### config.mk
export PLATFORM = sky130hd
export DESIGN_NAME = pfq_prefetch_unit
export DESIGN_NICKNAME = d
export VERILOG_FILES = /design/src/rtl/pfq_pkg.sv /design/src/rtl/pfq_addr_gen.sv /design/src/rtl/pfq_byte_queue.sv /design/src/rtl/pfq_fetch_ctrl.sv /design/src/rtl/pfq_prefetch_unit.sv
export SDC_FILE = /design/constraint.sdc
export NUM_CORES = 1
export LEC_CHECK = 0
export ABC_CLOCK_PERIOD_IN_PS = 5000
export CAP_MARGIN = 40
export CORE_ASPECT_RATIO = 0.5
export CORE_MARGIN = 2
export CORE_UTILIZATION = 41
export DETAILED_ROUTE_END_ITERATION = 10
export PLACE_DENSITY = 0.74
export SLEW_MARGIN = 10
export SYNTH_ARGS = -nofsm -noshare
export SYNTH_HDL_FRONTEND = slang
export SYNTH_SLANG_ARGS = --single-unit
### constraint.sdc
create_clock -name clk -period 5 [get_ports clk]
set_clock_uncertainty 0.1 [all_clocks]
set_input_delay 1 -clock clk [delete_from_list [all_inputs] [get_ports clk]]
set_output_delay 1 -clock clk [all_outputs]
set_load 0.05 [all_outputs]
### src/rtl/pfq_pkg.sv
package pfq_pkg;
    localparam int SEG_W     = 16;
    localparam int OFF_W     = 16;
    localparam int SEG_SHIFT = 4;
    localparam int PHYS_W    = 20;
    localparam int BYTE_W    = 8;

    typedef enum logic [1:0] {
        FS_ISSUE = 2'd0,
        FS_WAIT  = 2'd1,
        FS_DRAIN = 2'd2
    } fetch_state_t;
endpackage

### src/rtl/pfq_addr_gen.sv
module pfq_addr_gen
    import pfq_pkg::*;
(
    input  logic              clk,
    input  logic              rst_n,
    input  logic [SEG_W-1:0]  rst_seg,
    input  logic [OFF_W-1:0]  rst_off,
    input  logic              load,
    input  logic [SEG_W-1:0]  load_seg,
    input  logic [OFF_W-1:0]  load_off,
    input  logic              advance,
    output logic [PHYS_W-1:0] phys_addr
);
    logic [SEG_W-1:0] seg_q;
    logic [OFF_W-1:0] off_q;

    always_ff @(posedge clk) begin
        if (!rst_n) begin
            seg_q <= rst_seg;
            off_q <= rst_off;
        end else if (load) begin
            seg_q <= load_seg;
            off_q <= load_off;
        end else if (advance) begin
            off_q <= off_q + 1'b1;
        end
    end

    assign phys_addr = PHYS_W'({seg_q, {SEG_SHIFT{1'b0}}}) + PHYS_W'(off_q);


    offset_step_chk: assert property (@(posedge clk) disable iff (!rst_n)
        (advance && !load) |=> (off_q == $past(off_q) + 1'b1) && $stable(seg_q));
endmodule

### src/rtl/pfq_byte_queue.sv
module pfq_byte_queue #(
    parameter int DEPTH  = 6,
    parameter int DATA_W = 8
) (
    input  logic                       clk,
    input  logic                       rst_n,
    input  logic                       flush,
    input  logic                       push,
    input  logic [DATA_W-1:0]          push_data,
    input  logic                       pop,
    output logic [DATA_W-1:0]          pop_data,
    output logic                       not_empty,
    output logic                       full
);
    localparam int PTR_W = (DEPTH > 1) ? $clog2(DEPTH) : 1;
    localparam int CNT_W = $clog2(DEPTH + 1);

    logic [DATA_W-1:0] slot_q [DEPTH];
    logic [PTR_W-1:0]  wr_ptr_q, rd_ptr_q;
    logic [CNT_W-1:0]  count_q;
    logic              do_push, do_pop;

    function automatic logic [PTR_W-1:0] bump(input logic [PTR_W-1:0] p);
        return (p == PTR_W'(DEPTH - 1)) ? '0 : p + 1'b1;
    endfunction

    assign do_push = push && !flush;
    assign do_pop  = pop && !flush && (count_q != '0);

    for (genvar g = 0; g < DEPTH; g++) begin : g_slot
        always_ff @(posedge clk) begin
            if (do_push && (wr_ptr_q == PTR_W'(g)))
                slot_q[g] <= push_data;
        end
    end

    always_ff @(posedge clk) begin
        if (!rst_n || flush) begin
            wr_ptr_q <= '0;
            rd_ptr_q <= '0;
            count_q  <= '0;
        end else begin
            if (do_push) wr_ptr_q <= bump(wr_ptr_q);
            if (do_pop)  rd_ptr_q <= bump(rd_ptr_q);
            unique case ({do_push, do_pop})
                2'b10:   count_q <= count_q + 1'b1;
                2'b01:   count_q <= count_q - 1'b1;
                default: count_q <= count_q;
            endcase
        end
    end

    assign pop_data  = slot_q[rd_ptr_q];
    assign not_empty = (count_q != '0);
    assign full      = (count_q == CNT_W'(DEPTH));


    no_overflow_chk: assert property (@(posedge clk) disable iff (!rst_n)
        push |-> !full);

    count_hold_chk: assert property (@(posedge clk) disable iff (!rst_n)
        (push && pop && !flush && not_empty) |=> $stable(count_q));
endmodule

### src/rtl/pfq_fetch_ctrl.sv
module pfq_fetch_ctrl
    import pfq_pkg::*;
(
    input  logic clk,
    input  logic rst_n,
    input  logic jump,
    input  logic full,
    input  logic req_ready,
    input  logic rsp_valid,
    output logic req_valid,
    output logic push
);
    fetch_state_t state_q, state_d;

    always_ff @(posedge clk) begin
        if (!rst_n) state_q <= FS_ISSUE;
        else        state_q <= state_d;
    end

    always_comb begin
        state_d = state_q;
        unique case (state_q)
            FS_ISSUE: if (req_valid && req_ready) state_d = FS_WAIT;
            FS_WAIT:  begin
                if (rsp_valid)  state_d = FS_ISSUE;
                else if (jump)  state_d = FS_DRAIN;
            end
            FS_DRAIN: if (rsp_valid) state_d = FS_ISSUE;
            default:  state_d = FS_ISSUE;
        endcase
    end

    always_comb begin
        req_valid = 1'b0;
        push      = 1'b0;
        unique case (state_q)
            FS_ISSUE: req_valid = !jump && !full;
            FS_WAIT:  push      = rsp_valid && !jump;
            FS_DRAIN: push      = 1'b0;
            default:  req_valid = 1'b0;
        endcase
    end


    single_outstanding_chk: assert property (@(posedge clk) disable iff (!rst_n)
        (req_valid && req_ready) |=> !req_valid);

    drain_drop_chk: assert property (@(posedge clk) disable iff (!rst_n)
        (state_q == FS_WAIT && jump && !rsp_valid) |=> !push);
endmodule

### src/rtl/pfq_prefetch_unit.sv
module pfq_prefetch_unit
    import pfq_pkg::*;
#(
    parameter bit WIDE_BUS     = 1'b1,
    parameter int WIDE_DEPTH   = 6,
    parameter int NARROW_DEPTH = 4
) (
    input  logic              clk,
    input  logic              rst_n,
    input  logic [SEG_W-1:0]  rst_seg,
    input  logic [OFF_W-1:0]  rst_off,
    input  logic              jump_valid,
    input  logic [SEG_W-1:0]  jump_seg,
    input  logic [OFF_W-1:0]  jump_off,
    output logic              mem_req_valid,
    input  logic              mem_req_ready,
    output logic [PHYS_W-1:0] mem_req_addr,
    input  logic              mem_rsp_valid,
    input  logic [BYTE_W-1:0] mem_rsp_data,
    output logic              q_valid,
    input  logic              q_ready,
    output logic [BYTE_W-1:0] q_data
);
    localparam int DEPTH = WIDE_BUS ? WIDE_DEPTH : NARROW_DEPTH;

    logic full, push, req_fire;

    assign req_fire = mem_req_valid && mem_req_ready;

    pfq_addr_gen u_addr (
        .clk       (clk),
        .rst_n     (rst_n),
        .rst_seg   (rst_seg),
        .rst_off   (rst_off),
        .load      (jump_valid),
        .load_seg  (jump_seg),
        .load_off  (jump_off),
        .advance   (req_fire),
        .phys_addr (mem_req_addr)
    );

    pfq_fetch_ctrl u_ctrl (
        .clk       (clk),
        .rst_n     (rst_n),
        .jump      (jump_valid),
        .full      (full),
        .req_ready (mem_req_ready),
        .rsp_valid (mem_rsp_valid),
        .req_valid (mem_req_valid),
        .push      (push)
    );

    pfq_byte_queue #(.DEPTH(DEPTH), .DATA_W(BYTE_W)) u_queue (
        .clk       (clk),
        .rst_n     (rst_n),
        .flush     (jump_valid),
        .push      (push),
        .push_data (mem_rsp_data),
        .pop       (q_valid && q_ready),
        .pop_data  (q_data),
        .not_empty (q_valid),
        .full      (full)
    );


    flush_empty_chk: assert property (@(posedge clk) disable iff (!rst_n)
        jump_valid |=> !q_valid);
endmodule

Word-level counts from Yosys, hierarchy flattened
Memory sizes are Yosys's and may differ from the RTL's. A register that Yosys moved wholly into a read port is not among the register bits.
Index checks and enable logic that the tools add are counted.
W data, S select, Z words.
- bits in registers: 43
- bits in latches: 0
- memory bits (writable): 48
- memory bits (read-only): 0
- output and inout bits: 30
- logic and storage cells: 100
- memories: 1
- memories (name ; depth ; width ; rd ports ; clocked after memory_dff ; wr ports ; line ; RTL):
    u_queue.slot_q ; 6 ; 8 ; 1 ; 1 ; 1 ; pfq_byte_queue.sv:18 ; logic [DATA_W-1:0] slot_q [DEPTH];
- add/subtract/negate cells: 6
- multiply operators: 0
- div/mod/pow operators: 0
- $lt $le $gt $ge: 0
- eq/ne operators: 16
- shift operators: 0
- mux-type cells: 44
- bitwise logic cells: 0
- reductions and logical operators: 27
- operators with widths (operator ; number):
    $mux W16 ; 5
    $mux W8 ; 5
    $reduce_or A8 Y1 ; 5
    $mux W3 ; 9
    $add A20 B16 Y20 ; 1
    $mux W1 ; 19
    $add A16 B1 Y16 const B ; 1
    $logic_and A1 B1 Y1 ; 13
    $eq A3 B3 Y1 const B ; 4
    $add A3 B1 Y3 const B ; 3
    $mux W2 ; 4
    $eq A3 B2 Y1 const B ; 2
    $pmux W2 S3 ; 1
    $pmux W3 S2 ; 1
    $eq A2 B1 Y1 const B ; 2
    $eq A2 B2 Y1 const B ; 2
    $ne A2 B2 Y1 const B ; 2
    $eq A3 B1 Y1 const B ; 1
    $logic_not A1 Y1 ; 3
    $logic_not A3 Y1 ; 1
    $ne A3 B1 Y1 const B ; 1
    $ne A3 B3 Y1 const B ; 1
    $reduce_and A3 Y1 ; 1
    $reduce_bool A3 Y1 ; 1
    5 further kinds ; 5

Logic depth before layout (Yosys ltp)
Gate-level depths: netlist (run 1).
- depth after elaboration: 13
- gate-level depth with buffers: 9

Hierarchy
Synthesis (run 1) repeated with hierarchy kept, for this count alone.
- cell total of the unflattened synthesis: 396
- area total of the unflattened synthesis: 5016.1 µm²
- by module, submodules not included (module ; instances ; cells an instance ; area each (µm²) ; sequential area each (µm²)):
    pfq_addr_gen ; 1 ; 239 ; 2463.6 ; 960.9
    pfq_byte_queue ; 1 ; 143 ; 2433.6 ; 1681.6
    pfq_fetch_ctrl ; 1 ; 12 ; 106.4 ; 40.0
    pfq_prefetch_unit ; 1 ; 2 ; 12.5 ; 0.0

Worst setup path before layout (run 1)
No wires, ideal clock.
- path type: register -> output
- start point: reg u_addr.off_q[4]
- end point: out mem_req_addr[16]
- data arrival time: 2.779 ns
- required time: 3.900 ns
- setup slack: 1.121 ns
- cell stages (with the launch flop): 9
- cell sequence: edfxtp_1 > ha_1 > inv_1 > fa_1 > nand2b_1 > a21oi_1 > o31a_1 > nor4b_1 > a211oi_1
- word-level cells in the longest chain between the ends: 1
- RTL lines (element ; line ; RTL):
    start: declaration ; pfq_addr_gen.sv:15 ; logic [OFF_W-1:0] off_q;
    start signal: assignment ; pfq_addr_gen.sv:20 ; off_q <= rst_off;
    start signal: assignment ; pfq_addr_gen.sv:23 ; off_q <= load_off;
    start signal: assignment ; pfq_addr_gen.sv:25 ; off_q <= off_q + 1'b1;
    $add A20 B16 Y20 ; pfq_addr_gen.sv:29 ; assign phys_addr = PHYS_W'({seg_q, {SEG_SHIFT{1'b0}}}) + PHYS_W'(off_q);
    end: declaration ; pfq_prefetch_unit.sv:17 ; output logic [PHYS_W-1:0] mem_req_addr,
No other way between the ends.

Worst setup path in the final report (run 1)
Same ends and word-level chain as after synthesis.

==> results.cfg, run 1 <==
[sta]
fin_crit_sh_pct = 85.4
slew_headroom_pct = 46.9
fin_crit_ns = 4.27
layout_setup_ws_ns = 0.731
setup_viol = 0
max_freq_mhz = 234
worst_pin_slew_ns = 0.797
slew_violations = 0
rsz0062_at_grt = no
totalNegativeSetupSlack_ns = 0
hold_viol_final = 0

[cts]
postCtsSetupRepairBufs = 0
cts_buffers = 9
cts_htree_levels = 3
clkLatencyLatePin_ns = 0.34
cts_buffer_depth = 2
root_buffer = clkbuf_16
clk_pin_slew_ns = 0.07
ctsResizeCount = 0
cts-hold-fix-buffers = 0
cts_tree = done
cts_sinks = 94

[logic_synthesis]
synth_area_mm2 = 0.00494
ys_types = 54
synth_top_cell_area_share_pct = 48.6
synth_ff_type = edfxtp_1
syn_area_per_cell_um2 = 12.1
synth-edff-count = 80
ys_warn_count = 0
synth_top_area_cell = edfxtp_1
yosys-top-cells-area = edfxtp_1 49%, dfxtp_1 5.7%, mux2_2 5.0%, ha_1 3.8%, mux4_2 3.6%
synthCells = 407
synth.most_common_cell = edfxtp_1
async_flop_share_pct = 0
seq_area_frac_synth_pct = 54.3
ys_ff_latch = 94
synthTopCellsByCount = 80 x edfxtp_1, 34 x a21oi_1, 26 x nand2_1
syn_nets = 502

[global_routing]
grt_max_degree = 39
grt_first_pass_wirelength_um = 17800
antenna_found_initial = 0
grt_pass1_vias = 3567
grt.overflow.total = 0
grt_usage_pct = 17.5

[floorplan]
core_area_mm2 = 0.0118
die_x_um = 159
chipHeight_um = 81.6
start_util_pct = 42.0
row_count = 28
die_area_mm2 = 0.0130
ios = 108

[worst_setup_path]
crit_slowest_cell = clkdlybuf4s50_1
cp-start-kind = register
crit-reg2reg-launch = u_ctrl.state_q[0]
required_ns = 3.90
worst_ep_arrival_time_ns = 3.17
cp_cell_sequence = ha_1 > inv_1 > fa_1 > nand2b_1 > a21oi_1 > o31a_1 > nor4b_1 > a211oi_1 > clkdlybuf4s50_1
r2r_cells = 9
end_kind = primary output
path_class = reg2out
regToRegSetupSlack_ns = 2.76
crit_buf_inv = 2
reg2reg_to = u_queue.count_q[2]
critical_path.max_stage_delay_ns = 0.84
crit_fanout = 5
path_delay_family = buffers and inverters

[pwr]
p_clk_share_pct = 30.4
switching_share_pct = 33.3
cellInternalPower_mw = 1.50
total_power_mw = 2.25
p_per_area_mw_per_mm2 = 346
seqPwrFrac_pct = 40.9
peakVddDrop_mv = 0.183
p_switching_uw = 750
p_leak_nw = 2.22
pwr-share-comb_pct = 28.7

[detailed_routing]
ant_nets = 0
drc = 0
num_vias = 3462
finalWirelength_um = 11000
dr.pass1.iters = 5
drt_iter0_drc = 173
viasPerCell = 5.07
wl_per_cell_um = 16.1

[placed_design]
gp_congestion = 0.834
dp_hpwl_um = 7820
place_ws_ns = 0.927
port_buffers = 107

[min_path]
worstHoldEndpoint = u_queue.rd_ptr_q[1]
min_from = u_queue.rd_ptr_q[1]
hold_depth = 2
hold_class = reg2reg

[run]
max_cap_violations = 0

[final_layout]
syn_to_final_growth_pct = 31.7
drive_gt1_share_pct = 13.1
diodes = 0
nets = 608

[status]
outcome = complete, no violations
## power by group through the flow
stage / clock [mW] / sequential, mW / combinational, mW
after detailed placement: 0 / 0.937 / 0.644
final: 0.685 / 0.920 / 0.645
after global placement: 0 / 0.937 / 0.639
after CTS: 0.702 / 0.920 / 0.647
after floorplan: 0 / 0.928 / 0.429
after global routing: 0.736 / 0.925 / 0.691
## stage by stage
stage	hold slack (ns)	std cells	cell area (um^2)	util [%]
finish	0.404	683	6500	55.2
global route	0.429	683	6500	55.2
CTS	0.406	683	6500	55.2
detailed placement	0.396	667	6200	52.7
global placement	0.372	666	6180	52.5
floorplan	0.354	407	4940	-
## metal layers
layer	up-vias	GRT usage, %	share of wire, %
met4	0	5.00	1.1
li1	1724	-	-
met5	-	0	0
met2	63	32.6	50
met3	10	3.54	3.1
met1	1665	21.2	45
## logic make-up after synthesis
kind of cell / after synthesis / share of synthesized area [%]
xor gates and xnor gates: 30 / 5.32
DFF: 94 / 54.3
AOI/OAI and AO/OA: 80 / 9.58
muxes: 39 / 10.5
and+or+nand+nor: 112 / 12.5
adders and majority gates: 17 / 4.61
buffers and inverters: 35 / 3.17
## worst reg2reg max path, cell delays in order, from the launching register on
cell and delay, ns:
dfxtp_1 0.39, nand2b_1 0.11, nor3b_2 0.38, inv_2 0.14, ha_1 0.25, inv_1 0.09, fa_1 0.20, xor2_1 0.08
or3_1 0.30, a21oi_1 0.14
## layout make-up
class                      count  area [um^2]
clock buffer                   9          225
clock inverter                 7         73.8
fill                        1026         5270
inverter                      13         48.8
multi-input combinational    278         2100
sequential                    94         2680
tap                          165          206
timing repair buffer         117         1170
## how the worst max path moves through the flow
stage,slack [ns],from,to,cells past startpoint
after floorplan,1.12,u_addr.off_q[4],mem_req_addr[16],8
after global placement,0.98,jump_valid,mem_req_valid,5
after detailed placement,0.93,jump_valid,mem_req_valid,5
after CTS,0.71,u_addr.off_q[4],mem_req_addr[12],9
after global routing,0.48,u_addr.off_q[4],mem_req_addr[12],9
final,0.73,u_addr.off_q[4],mem_req_addr[16],9
## layout by cell type, fill, tap and decap left out, types with 5 or more instances in the layout
| cell type | count |
|---|---|
| nor3_1 | 5 |
| nand2b_1 | 5 |
| clkbuf_16 | 9 |
| nor2_1 | 25 |
| inv_1 | 12 |
| o21ai_0 | 13 |
| o21ai_1 | 9 |
| a21oi_1 | 34 |
| or3_1 | 6 |
| mux2_2 | 22 |
| mux4_2 | 8 |
| clkdlybuf4s50_1 | 107 |
| dfxtp_1 | 14 |
| nor2b_1 | 10 |
| xor2_1 | 13 |
| buf_4 | 9 |
| mux2i_1 | 9 |
| ha_1 | 15 |
| nand3_1 | 10 |
| edfxtp_1 | 80 |
| xnor2_1 | 17 |
| nand2_1 | 26 |
## registers in the layout, indices dropped and copies added, names as in the netlist, named ones only
name              cells
u_queue.slot_q       48
u_ctrl.state_q        2
u_queue.count_q       3
u_queue.wr_ptr_q      3
u_queue.rd_ptr_q      3
u_addr.off_q         16
u_addr.seg_q         16
Power figures use the tool's default switching activity.
==> run 2: changes to the inputs <==
CORE_ASPECT_RATIO = default   (was 0.5)
CORE_UTILIZATION = 29   (was 41)
PLACE_DENSITY = 0.58   (was 0.74)
==> run 2 against run 1 <==
Against the previous run:
- non-clock buffer count unchanged
- worst setup slack worse by 0.12 ns
- first-iteration DRC count up 25%
- die area up 39%
- fmax down 2.6%
- combinational power down 0.6%
- via count up 1.7%
- hold slack about the same
- design area up 0.75%
- largest cell class unchanged
- highest routed layer unchanged
==> results.cfg, run 2 (synthesized netlist as in run 1, its figures left out) <==
[final_layout]
syn_to_final_growth_pct = 32.7
diodes = 0
drive_gt1_share_pct = 12.9
mostFrequentLayoutCell = clkdlybuf4s50_1
reg.largest.list = u_queue.slot_q x48, u_addr.off_q x16, u_addr.seg_q x16
fin_util_pct = 39.4
most-common-layout-cells = 106 x clkdlybuf4s50_1, 80 x edfxtp_1, 34 x a21oi_1
top_register = u_queue.slot_q
largest_reg_flops = 48
nets = 608

[pwr]
p_switching_uw = 713
pwr-share-comb_pct = 28.5
switching_share_pct = 31.7
peakVddDrop_mv = 0.185
p_per_area_mw_per_mm2 = 343
p_leak_nw = 2.22
seqPwrFrac_pct = 41.1
p_clk_share_pct = 30.4
total_power_mw = 2.25
cellInternalPower_mw = 1.54

[worst_setup_path]
r2r_cells = 8
worst_ep_arrival_time_ns = 3.28
startpoint = u_addr.off_q[4]
path_class = reg2out
end_kind = primary output
endpoint = mem_req_addr[16]
crit-reg2reg-launch = u_queue.count_q[1]
reg2reg_to = u_queue.count_q[2]
regToRegSetupSlack_ns = 2.76
required_ns = 3.90
cp-start-kind = register
crit_fanout = 5

[floorplan]
row_count = 47
die_area_mm2 = 0.0181
chipHeight_um = 134
ios = 108
die_x_um = 134
start_util_pct = 29.7
core_area_mm2 = 0.0166

[detailed_routing]
num_vias = 3521
drt_iter0_drc = 216
wl_per_cell_um = 15.7
finalWirelength_um = 11600
viasPerCell = 4.77
ant_nets = 0
drc = 0
dr.pass1.iters = 4

[cts]
postCtsSetupRepairBufs = 0
clk_pin_slew_ns = 0.06
cts_buffer_depth = 2
cts_htree_levels = 3
cts_tree = done
root_buffer = clkbuf_16
ctsResizeCount = 0
cts_sinks = 94
cts_buffers = 9
cts-hold-fix-buffers = 0
clkLatencyLatePin_ns = 0.34

[sta]
slew_violations = 0
worst_pin_slew_ns = 0.807
totalNegativeSetupSlack_ns = 0
setup_viol = 0
fin_crit_sh_pct = 87.7
layout_setup_ws_ns = 0.616
hold_viol_final = 0
max_freq_mhz = 228
slew_headroom_pct = 46.2
fin_crit_ns = 4.38
rsz0062_at_grt = no

[run]
max_cap_violations = 0

[min_path]
hold_depth = 2
hold_class = reg2reg

[status]
outcome = complete, no violations

[global_routing]
busiest_layer = met2
grt.overflow.total = 0
grt_first_pass_wirelength_um = 18200
gr-usage-met2_pct = 22.0
grt_util_met3_pct = 1.54
antenna_found_initial = 0
grt_max_degree = 39
use_met1_pct = 17.0
grt_pass1_vias = 3581
grt_usage_pct = 13.1

[placed_design]
dp_hpwl_um = 8790
place_ws_ns = 0.918
gp_congestion = 0.814
port_buffers = 107
-- run 2: cell type report --
| class | count | area, um^2 |
|---|---|---|
| Multi-Input combinational cell | 278 | 2100 |
| Timing Repair Buffer | 117 | 1150 |
| Tap cell | 220 | 275 |
| Clock buffer | 9 | 225 |
| Sequential cell | 94 | 2680 |
| Inverter | 13 | 48.8 |
| Fill cell | 1585 | 10100 |
| Clock inverter | 7 | 71.3 |
-- run 2: worst min-delay path by stage --
stage,slack (ns),from,end
global route,0.41,u_queue.rd_ptr_q[1],register
floorplan,0.35,u_queue.rd_ptr_q[2],register
CTS,0.41,u_queue.rd_ptr_q[2],u_queue.rd_ptr_q[2]
detailed placement,0.40,u_queue.rd_ptr_q[2],register
finish,0.40,u_queue.rd_ptr_q[2],register
global placement,0.37,u_queue.rd_ptr_q[1],u_queue.rd_ptr_q[1]
-- run 2: worst max-delay path: stages, from the launching register on --
cell             delay (ns)
edfxtp_1               0.41
ha_1                   0.25
inv_1                  0.07
fa_1                   0.40
nand2b_1               0.18
a21oi_1                0.23
o31a_1                 0.28
nor4b_1                0.09
a211oi_1               0.19
clkdlybuf4s50_1        0.83
-- run 2: per-stage QoR --
| step | cells | cell area (um^2) | hold WS [ns] |
|---|---|---|---|
| global route | 738 | 6550 | 0.414 |
| floorplan | 407 | 4940 | 0.354 |
| global placement | 721 | 6240 | 0.373 |
| finish | 738 | 6550 | 0.404 |
| CTS | 738 | 6550 | 0.410 |
| detailed placement | 722 | 6250 | 0.401 |
-- run 2: power by group through the flow --
| stage | logic, mW | registers (mW) | clock network (mW) |
|---|---|---|---|
| finish | 0.641 | 0.924 | 0.683 |
| global route | 0.688 | 0.928 | 0.727 |
| CTS | 0.648 | 0.924 | 0.702 |
| global placement | 0.642 | 0.940 | 0 |
| detailed placement | 0.646 | 0.941 | 0 |
| floorplan | 0.429 | 0.928 | 0 |
-- run 2: metal layers --
layer	routed length, um	vias up	part of all wire (%)
li1	-	1724	-
met1	5320	1716	46
met2	5730	67	50
met3	280	14	2.4
met4	242	0	2.1
met5	0	-	0
==> run 3: changes to the inputs <==
PLACE_DENSITY = 0.51   (was 0.58)
SLEW_MARGIN = 0   (was 10)
==> run 3 against run 2 <==
Against the previous run:
- design area hardly changed
- non-clock buffer count stayed put
- wire length is 0.70% higher
- flip-flop and latch count stayed put
==> results.cfg, run 3 (synthesized netlist as in run 1, its figures left out) <==
[status]
outcome = complete, no violations

[sta]
fin_crit_ns = 4.50
rsz0062_at_grt = no
fin_crit_sh_pct = 90.0
slew_headroom_pct = 47.3
slew_violations = 0
hold_viol_final = 0
max_freq_mhz = 222
totalNegativeSetupSlack_ns = 0
setup_viol = 0
worst_pin_slew_ns = 0.791

[final_layout]
diodes = 0
layout.cells.non_filler = 738
top_register = u_queue.slot_q
fin_util_pct = 39.4
mostFrequentLayoutCell = clkdlybuf4s50_1
syn_to_final_growth_pct = 32.8
most-common-layout-cells = 106 x clkdlybuf4s50_1, 80 x edfxtp_1, 34 x a21oi_1
drive_gt1_share_pct = 13.1
reg.largest.list = u_queue.slot_q x48, u_addr.off_q x16, u_addr.seg_q x16
largest_reg_flops = 48
nets = 608

[global_routing]
antenna_found_initial = 0
grt_pass1_vias = 3527
grt_max_degree = 39
grt_first_pass_wirelength_um = 18800
grt.overflow.total = 0
grt_usage_pct = 13.6

[detailed_routing]
finalWirelength_um = 11700
num_vias = 3503
ant_nets = 0
dr.pass1.iters = 4
drc = 0
viasPerCell = 4.75
wl_per_cell_um = 15.8
drt_iter0_drc = 157

[worst_setup_path]
crit_fanout = 5
required_ns = 3.90
reg2reg_to = u_queue.count_q[2]
worst_ep_arrival_time_ns = 3.40
cp-start-kind = register
end_kind = primary output
regToRegSetupSlack_ns = 2.78
cp_cell_sequence = ha_1 > inv_1 > fa_1 > nand2b_1 > a21oi_1 > o31a_1 > nor4b_1 > a211oi_1 > clkdlybuf4s50_1
critical_path.max_stage_delay_ns = 0.85
path_class = reg2out
crit_slowest_cell = clkdlybuf4s50_1
r2r_cells = 8
crit-reg2reg-launch = u_queue.count_q[1]

[cts]
root_buffer = clkbuf_16
cts-hold-fix-buffers = 0
clkLatencyLatePin_ns = 0.35
ctsResizeCount = 0
cts_sinks = 94
cts_tree = done
cts_buffer_depth = 2
postCtsSetupRepairBufs = 0
cts_buffers = 9
clk_pin_slew_ns = 0.07
cts_htree_levels = 3

[pwr]
total_power_mw = 2.25
p_per_area_mw_per_mm2 = 344
p_switching_uw = 720
p_clk_share_pct = 30.6
pwr-share-comb_pct = 28.4
cellInternalPower_mw = 1.53
p_leak_nw = 2.23
switching_share_pct = 31.9
peakVddDrop_mv = 0.157
seqPwrFrac_pct = 41.0

[floorplan]
core_area_mm2 = 0.0166
die_x_um = 134
die_area_mm2 = 0.0181
row_count = 47
start_util_pct = 29.7
chipHeight_um = 134
ios = 108

[placed_design]
placed_cells = 722
dp_hpwl_um = 8540
gp_congestion = 0.801
port_buffers = 107

[run]
max_cap_violations = 0

[min_path]
hold_class = reg2reg
hold_depth = 2
min_from = u_queue.rd_ptr_q[2]
==> run 3: metrics by stage <==
stage | hold WS [ns] | setup WS (ns) | area (um^2)
after floorplan | 0.354 | 1.12 | 4940
after CTS | 0.396 | 0.522 | 6560
after global routing | 0.418 | 0.347 | 6560
final | 0.391 | 0.498 | 6560
after global placement | 0.374 | 0.972 | 6240
after detailed placement | 0.384 | 0.931 | 6250
==> run 3: how the worst max path moves through the flow <==
stage                  endpoint  cells past startpoint            start
2_1_floorplan  mem_req_addr[16]                      8  u_addr.off_q[4]
4_1_cts        mem_req_addr[16]                      9  u_addr.off_q[4]
3_5_place_dp      mem_req_valid                      5       jump_valid
6_report       mem_req_addr[16]                      9  u_addr.off_q[4]
5_1_grt        mem_req_addr[16]                      9  u_addr.off_q[4]
3_3_place_gp      mem_req_valid                      5       jump_valid
==> run 3: cell type report <==
type                    instances  area, um^2
fillers                      1597       10100
repair buffers                117        1150
inverters                      13        48.8
flip-flops and latches         94        2680
clock buffers                  12         268
multi-input cells             278        2100
clock inverters                 4        35.0
well taps                     220         275
==> run 3: critical path, delay by kind of cell, from the launching register on <==
kind	cells	cell delay, ns
compound gates	3	0.74
fa+ha+maj	2	0.68
buf+inv	2	0.93
flops	1	0.43
simple gates	2	0.28
==> run 3: power groups by stage <==
stage               Clock (mW)  Sequential [mW]  Combinational, mW
global route             0.751            0.928              0.684
detailed placement           0            0.941              0.644
CTS                      0.720            0.924              0.647
global placement             0            0.940              0.642
finish                   0.690            0.924              0.641
floorplan                    0            0.928              0.429
==> run 3: layer usage <==
layer / share of wire, % / up-vias / GRT usage, %
met2: 48 / 69 / 22.4
li1: - / 1730 / -
met5: 0 / - / 0
met3: 3.1 / 10 / 2.36
met1: 47 / 1694 / 17.7
met4: 1.6 / 0 / 5.50
